**config.mk**
```make
export PLATFORM = sky130hd
export DESIGN_NAME = ecp_host_port
export DESIGN_NICKNAME = d
export VERILOG_FILES = /design/src/rtl/ecp_pkg.sv /design/src/rtl/ecp_hostif.sv /design/src/rtl/ecp_seq.sv /design/src/rtl/ecp_host_port.sv
export SDC_FILE = /design/constraint.sdc
export NUM_CORES = 1
export LEC_CHECK = 0
export ABC_CLOCK_PERIOD_IN_PS = 2050
export BUFFER_PORTS_ARGS = -buffer_cell sky130_fd_sc_hd__buf_4
export CAP_MARGIN = 15
export CORE_MARGIN = 4
export CORE_UTILIZATION = 33
export CTS_CLUSTER_DIAMETER = 40
export DETAILED_ROUTE_END_ITERATION = 16
export PLACE_DENSITY = 0.59
export SKIP_CTS_REPAIR_TIMING = 1
export SLEW_MARGIN = 10
export SYNTH_ARGS = -nofsm -noshare
export SYNTH_HDL_FRONTEND = slang
export SYNTH_SLANG_ARGS = --single-unit
```
**constraint.sdc**
```tcl
create_clock -name clk -period 2.05 [get_ports clk]
set_input_delay 0.1025 -clock clk [delete_from_list [all_inputs] [get_ports clk]]
set_output_delay 0.1025 -clock clk [all_outputs]
set_load 0.05 [all_outputs]
```
**src/rtl/ecp_pkg.sv**
```systemverilog
package ecp_pkg;

    localparam int BYTE_W = 8;

    // command codes decoded by the sequencer
    localparam logic [7:0] OP_READ      = 8'h80;
    localparam logic [7:0] OP_WRITE     = 8'h81;
    localparam logic [7:0] OP_BURST_ON  = 8'h82;
    localparam logic [7:0] OP_BURST_OFF = 8'h83;
    localparam logic [7:0] OP_QUERY     = 8'h84;

    // status bit positions
    localparam int ST_OBF   = 0;
    localparam int ST_IBF   = 1;
    localparam int ST_CMD   = 3;
    localparam int ST_BURST = 4;

    typedef enum logic [1:0] {
        SQ_IDLE,
        SQ_RD_ADDR,
        SQ_WR_ADDR,
        SQ_WR_DATA
    } sq_state_e;

    typedef struct packed {
        logic [BYTE_W-1:0] val;
        logic              is_cmd;
    } host_byte_t;

    function automatic logic [BYTE_W-1:0] pack_status(
        input logic obf,
        input logic ibf,
        input logic cmd,
        input logic burst
    );
        logic [BYTE_W-1:0] s;
        s = '0;
        s[ST_OBF]   = obf;
        s[ST_IBF]   = ibf;
        s[ST_CMD]   = cmd;
        s[ST_BURST] = burst;
        return s;
    endfunction

endpackage

```
**src/rtl/ecp_hostif.sv**
```systemverilog
module ecp_hostif
    import ecp_pkg::*;
#(
    parameter int CONSUME_CYCLES = 4
) (
    input  logic              clk,
    input  logic              rst,
    input  logic              host_wr,
    input  logic              host_rd,
    input  logic              host_sel,
    input  logic [BYTE_W-1:0] host_wdata,
    input  logic              obf_load,
    input  logic [BYTE_W-1:0] obf_data,
    input  logic              burst,
    output logic [BYTE_W-1:0] host_rdata,
    output logic              consume,
    output host_byte_t        in_byte,
    output logic              ibf,
    output logic              obf
);
    localparam int CW = $clog2(CONSUME_CYCLES + 1);
    localparam logic [CW-1:0] LAST = CW'(CONSUME_CYCLES - 1);

    logic [CW-1:0]     cnt_q;
    logic              cmd_flag_q;
    logic [BYTE_W-1:0] out_q;

    // the byte is taken once it has waited the full count
    assign consume = ibf && !host_wr && (cnt_q == LAST);

    always_ff @(posedge clk) begin
        if (rst) begin
            ibf        <= 1'b0;
            cmd_flag_q <= 1'b0;
            cnt_q      <= '0;
            in_byte    <= '0;
        end else if (host_wr) begin
            in_byte    <= '{val: host_wdata, is_cmd: host_sel};
            ibf        <= 1'b1;
            cmd_flag_q <= host_sel;
            cnt_q      <= '0;
        end else if (consume) begin
            ibf <= 1'b0;
        end else if (ibf) begin
            cnt_q <= cnt_q + 1'b1;
        end
    end

    always_ff @(posedge clk) begin
        if (rst) begin
            obf   <= 1'b0;
            out_q <= '0;
        end else if (obf_load) begin
            obf   <= 1'b1;
            out_q <= obf_data;
        end else if (host_rd && !host_sel) begin
            obf <= 1'b0;
        end
    end

    always_comb begin
        if (host_sel) host_rdata = pack_status(obf, ibf, cmd_flag_q, burst);
        else          host_rdata = out_q;
    end

endmodule

```
**src/rtl/ecp_seq.sv**
```systemverilog
module ecp_seq
    import ecp_pkg::*;
#(
    parameter logic [7:0] QUERY_ADDR = 8'hFF
) (
    input  logic              clk,
    input  logic              rst,
    input  logic              consume,
    input  host_byte_t        in_byte,
    input  logic [BYTE_W-1:0] reg_rdata,
    output logic [BYTE_W-1:0] reg_addr,
    output logic [BYTE_W-1:0] reg_wdata,
    output logic              reg_we,
    output logic              reg_re,
    output logic              burst,
    output logic              obf_load,
    output logic [BYTE_W-1:0] obf_data
);
    sq_state_e         st_q;
    logic [BYTE_W-1:0] wr_addr_q;

    // register space answers in the strobe cycle
    assign obf_load = reg_re;
    assign obf_data = reg_rdata;

    always_ff @(posedge clk) begin
        if (rst) begin
            st_q      <= SQ_IDLE;
            wr_addr_q <= '0;
            reg_addr  <= '0;
            reg_wdata <= '0;
            reg_we    <= 1'b0;
            reg_re    <= 1'b0;
            burst     <= 1'b0;
        end else begin
            reg_we <= 1'b0;
            reg_re <= 1'b0;
            if (consume) begin
                if (in_byte.is_cmd) begin
                    // any command restarts the sequence
                    st_q <= SQ_IDLE;
                    case (in_byte.val)
                        OP_READ:      st_q  <= SQ_RD_ADDR;
                        OP_WRITE:     st_q  <= SQ_WR_ADDR;
                        OP_BURST_ON:  burst <= 1'b1;
                        OP_BURST_OFF: burst <= 1'b0;
                        OP_QUERY: begin
                            reg_re   <= 1'b1;
                            reg_addr <= QUERY_ADDR;
                        end
                        default: ;
                    endcase
                end else begin
                    case (st_q)
                        SQ_RD_ADDR: begin
                            reg_re   <= 1'b1;
                            reg_addr <= in_byte.val;
                            st_q     <= SQ_IDLE;
                        end
                        SQ_WR_ADDR: begin
                            wr_addr_q <= in_byte.val;
                            st_q      <= SQ_WR_DATA;
                        end
                        SQ_WR_DATA: begin
                            reg_we    <= 1'b1;
                            reg_addr  <= wr_addr_q;
                            reg_wdata <= in_byte.val;
                            st_q      <= SQ_IDLE;
                        end
                        default: st_q <= SQ_IDLE;
                    endcase
                end
            end
        end
    end

endmodule

```
**src/rtl/ecp_host_port.sv**
```systemverilog
module ecp_host_port
    import ecp_pkg::*;
#(
    parameter int         CONSUME_CYCLES = 4,
    parameter logic [7:0] QUERY_ADDR     = 8'hFF
) (
    input  logic       clk,
    input  logic       rst,
    input  logic       host_wr,
    input  logic       host_rd,
    input  logic       host_sel,
    input  logic [7:0] host_wdata,
    output logic [7:0] host_rdata,
    output logic [7:0] reg_addr,
    output logic [7:0] reg_wdata,
    output logic       reg_we,
    output logic       reg_re,
    input  logic [7:0] reg_rdata
);
    logic              consume_w;
    host_byte_t        in_byte_w;
    logic              ibf_w;
    logic              obf_w;
    logic              obf_load_w;
    logic [BYTE_W-1:0] obf_data_w;
    logic              burst_w;

    ecp_hostif #(.CONSUME_CYCLES(CONSUME_CYCLES)) u_hostif (
        .clk        (clk),
        .rst        (rst),
        .host_wr    (host_wr),
        .host_rd    (host_rd),
        .host_sel   (host_sel),
        .host_wdata (host_wdata),
        .obf_load   (obf_load_w),
        .obf_data   (obf_data_w),
        .burst      (burst_w),
        .host_rdata (host_rdata),
        .consume    (consume_w),
        .in_byte    (in_byte_w),
        .ibf        (ibf_w),
        .obf        (obf_w)
    );

    ecp_seq #(.QUERY_ADDR(QUERY_ADDR)) u_seq (
        .clk       (clk),
        .rst       (rst),
        .consume   (consume_w),
        .in_byte   (in_byte_w),
        .reg_rdata (reg_rdata),
        .reg_addr  (reg_addr),
        .reg_wdata (reg_wdata),
        .reg_we    (reg_we),
        .reg_re    (reg_re),
        .burst     (burst_w),
        .obf_load  (obf_load_w),
        .obf_data  (obf_data_w)
    );

endmodule

```
==> impl_metrics.tcl <==
set metrics [dict create \
    outcome "finished, final reports clean" \
    worstHoldStart "host_wdata[2]" \
    synthCells 233 \
    cts_tree "built" \
    drv_cap 0 \
    multi_input_area_um2 1070 \
    synth_fp_nets 256 \
    post-place-cells 338 \
    pwr-share-clk 0.326 \
    grt_start_max_net_pins 53 \
    place.gp.congestion 0.788 \
    drtPass1Iterations 4 \
    ir_drop_uv 457 \
    cts.htree.levels 2 \
    end_kind "flop" \
    p_switching_uw 398 \
    worstPathMaxFanout 9 \
    diodes 0 \
    p_leak_nw 1.08 \
    period_share 0.858 \
    pwr_density_cell_nw_per_um2 641 \
    nFillCells 647 \
    comb_power_share 0.068 \
    rsz0062_at_grt "false" \
    grt_antenna_before_repair 0 \
    ios 47 \
    vias_per_cell 5.08 \
    critical_path.slowest_cell "and3b_1" \
    dieHeight_um 90.0 \
    fin_setup_tns_ps 0 \
    synthArstFlopShare 0 \
    post-dp-hpwl_um 3420 \
    cp-start-kind "flop" \
    hold_viol 0 \
    fp.coreArea_um2 6420 \
    switching_share 0.234 \
    cts.sink_count 51 \
    finalClockSkew_ps 10.7 \
    relSlewSlack 0.609 \
    ys_seq_elements 51 \
    cts.root.buffer_cell "clkbuf_8" \
    grt_pass1_vias 1644 \
    area_delta_synth_final_pct 19.5 \
    synthesis.area_um2 2220 \
    drtIter0Drc 100 \
    worstSetupPathType "reg -> reg" \
    yosys.area.top_type_share 0.460 \
    numCtsBuffers 5 \
    initial_core_util 0.345 \
    synth_flop_cell "dfxtp_1" \
    pwr-share-seq 0.605 \
    gr-total-overflow 0 \
    yosys.area.top_type "dfxtp_1" \
    grt_pass1_wl_um 8110 \
    fin_crit_ps 1760 \
    crit_top_cell "ha_1" \
    setup_viol 0 \
    totalWireLength_um 4930 \
    avgRoutedWirePerCell_um 14.3 \
    cts_buffer_depth 2 \
    drc_errors 0 \
    yosysMostFrequentCell "dfxtp_1" \
    avgSynthCellArea_um2 9.52 \
    synth.area.top_cells "dfxtp_1 46%, mux2i_1 12%, a21oi_1 6.1%" \
    io_buffer_count 46 \
    path_clk_slew_ps 90 \
    rows 29 \
    yosysWarnings 0 \
    worstRegToRegCells 6 \
    maxSlewViolCount 0 \
    worstReg2RegEnd "u_seq.reg_addr[3]" \
    fmax_mhz 569 \
    power_mw 1.70 \
    worstPathRequired_ps 2260 \
    netlist_top_cells_count "51 x dfxtp_1, 27 x a21oi_1, 26 x mux2i_1" \
    hold_ws_ps 38.3 \
    grt_util_all_layers 0.121 \
    min_to "u_hostif.in_byte[3]" \
    max_stage_delay_ps 420 \
    synth_edf_count 0 \
    vias 1759 \
    yosysSeqAreaShare 0.460 \
    tightest_slew_ps 585 \
    drive_gt1_frac 0.249 \
    p_int_mw 1.30 \
    path_buf_inv 1 \
    ys_types 32 \
    cp.arrival_ps 1970 \
    die_w_um 90.0 \
    regToRegSetupSlack_ps 290 \
    register_area_um2 1020 \
    stdcell_count 346 \
    rr_startpoint "u_hostif.cnt_q[0]" \
    holdPathStages 3 \
    final_antenna_net_count 0 \
    hp-class "in -> reg" \
    die-area_um2 8100 \
    cp_cell_sequence "ha_1 -> ha_1 -> and3b_1 -> buf_4 -> a21oi_1 -> a221oi_1" \
    clock_latency_ps 300 \
    critPathTopFamily "simple AND/OR/NAND/NOR gates" \
    fin_nets 291 \
]
## cell usage in the layout (no fill, tap or decap), types with 2 or more instances in the layout
master and count:
nor3b_2 2, a221oi_1 8, buf_4 50, nand3b_1 3, nor3_1 4, nor2_1 23, clkbuf_8 5, a21oi_1 27
o21ai_0 17, nand4_1 3, clkbuf_1 2, nor2b_1 7, mux2i_1 26, nand2_1 3, dfxtp_1 51, and3b_1 2
ha_1 2, nand3_1 16, mux2_2 5, and2_1 2
## kinds of logic (layout without fill, tap and decap cells)
logic type | count (synthesis) | in the layout | share of synthesized area
flip-flops | 51 | 51 | 0.460
AND/OR/NAND/NOR | 71 | 71 | 0.188
AO/OA/AOI/OAI | 54 | 54 | 0.138
multiplexers | 31 | 31 | 0.143
XOR/XNOR | 1 | 1 | 0.00395
adder cells (fa/ha/maj) | 2 | 2 | 0.0113
buffers and inverters | 23 | 59 | 0.0564
## power by group through the flow
stage	logic (mW)	clock network [mW]	registers [mW]
2_1_floorplan	0.0840	0	1.04
3_3_place_gp	0.116	0	1.05
3_5_place_dp	0.118	0	1.05
4_1_cts	0.118	0.566	1.03
5_1_grt	0.129	0.607	1.03
6_report	0.116	0.554	1.03
## worst max path at each step
stage | from | cells past startpoint | end
after CTS | u_hostif.cnt_q[0] | 6 | u_seq.reg_addr[3]
after global placement | u_hostif.cnt_q[0] | 6 | u_seq.reg_addr[2]
after floorplan | u_hostif.cnt_q[0] | 6 | u_seq.reg_addr[0]
after global routing | u_hostif.cnt_q[0] | 6 | u_seq.reg_addr[1]
after detailed placement | u_hostif.cnt_q[0] | 6 | u_seq.reg_addr[3]
final | u_hostif.cnt_q[0] | 6 | u_seq.reg_addr[3]
## state kept, by name, summed over array words and instances, names as in the netlist
register	flops
u_seq.st_q	2
u_hostif.in_byte	9
u_seq.wr_addr_q	8
u_hostif.ibf	1
u_hostif.cnt_q	3
u_hostif.out_q	8
u_seq.obf_load	1
u_seq.reg_we	1
u_hostif.obf	1
u_seq.reg_wdata	8
u_seq.burst	1
u_seq.reg_addr	8
## worst min-delay path: cells and delay by family
kind          cells  cell delay [ps]
simple gates      1               70
mux               1               50
buf+inv           1               80
## stage by stage
step | setup WS, ps | utilization | cell area, um2
global placement | 378 | 0.400 | 2570
floorplan | 572 | - | 2220
detailed placement | 309 | 0.400 | 2570
CTS | 295 | 0.413 | 2650
finish | 292 | 0.413 | 2650
global route | 116 | 0.413 | 2650
## cell type report
cell class,instances,share of cell area
clock buffer,7,0.0288
clock inverter,1,0.00189
inverter,1,0.00142
multi-input combinational,159,0.405
sequential,51,0.385
tap,77,0.0364
timing repair buffer,50,0.142
## layer usage
metal  wire, um  vias up  global-route usage
met3        396        4              0.0392
met5          0        -                   0
met4         44        0              0.0408
met1       2290      807               0.164
met2       2200       50               0.180
li1           -      898                   -
Note: power is estimated with default switching activity, not from simulation.
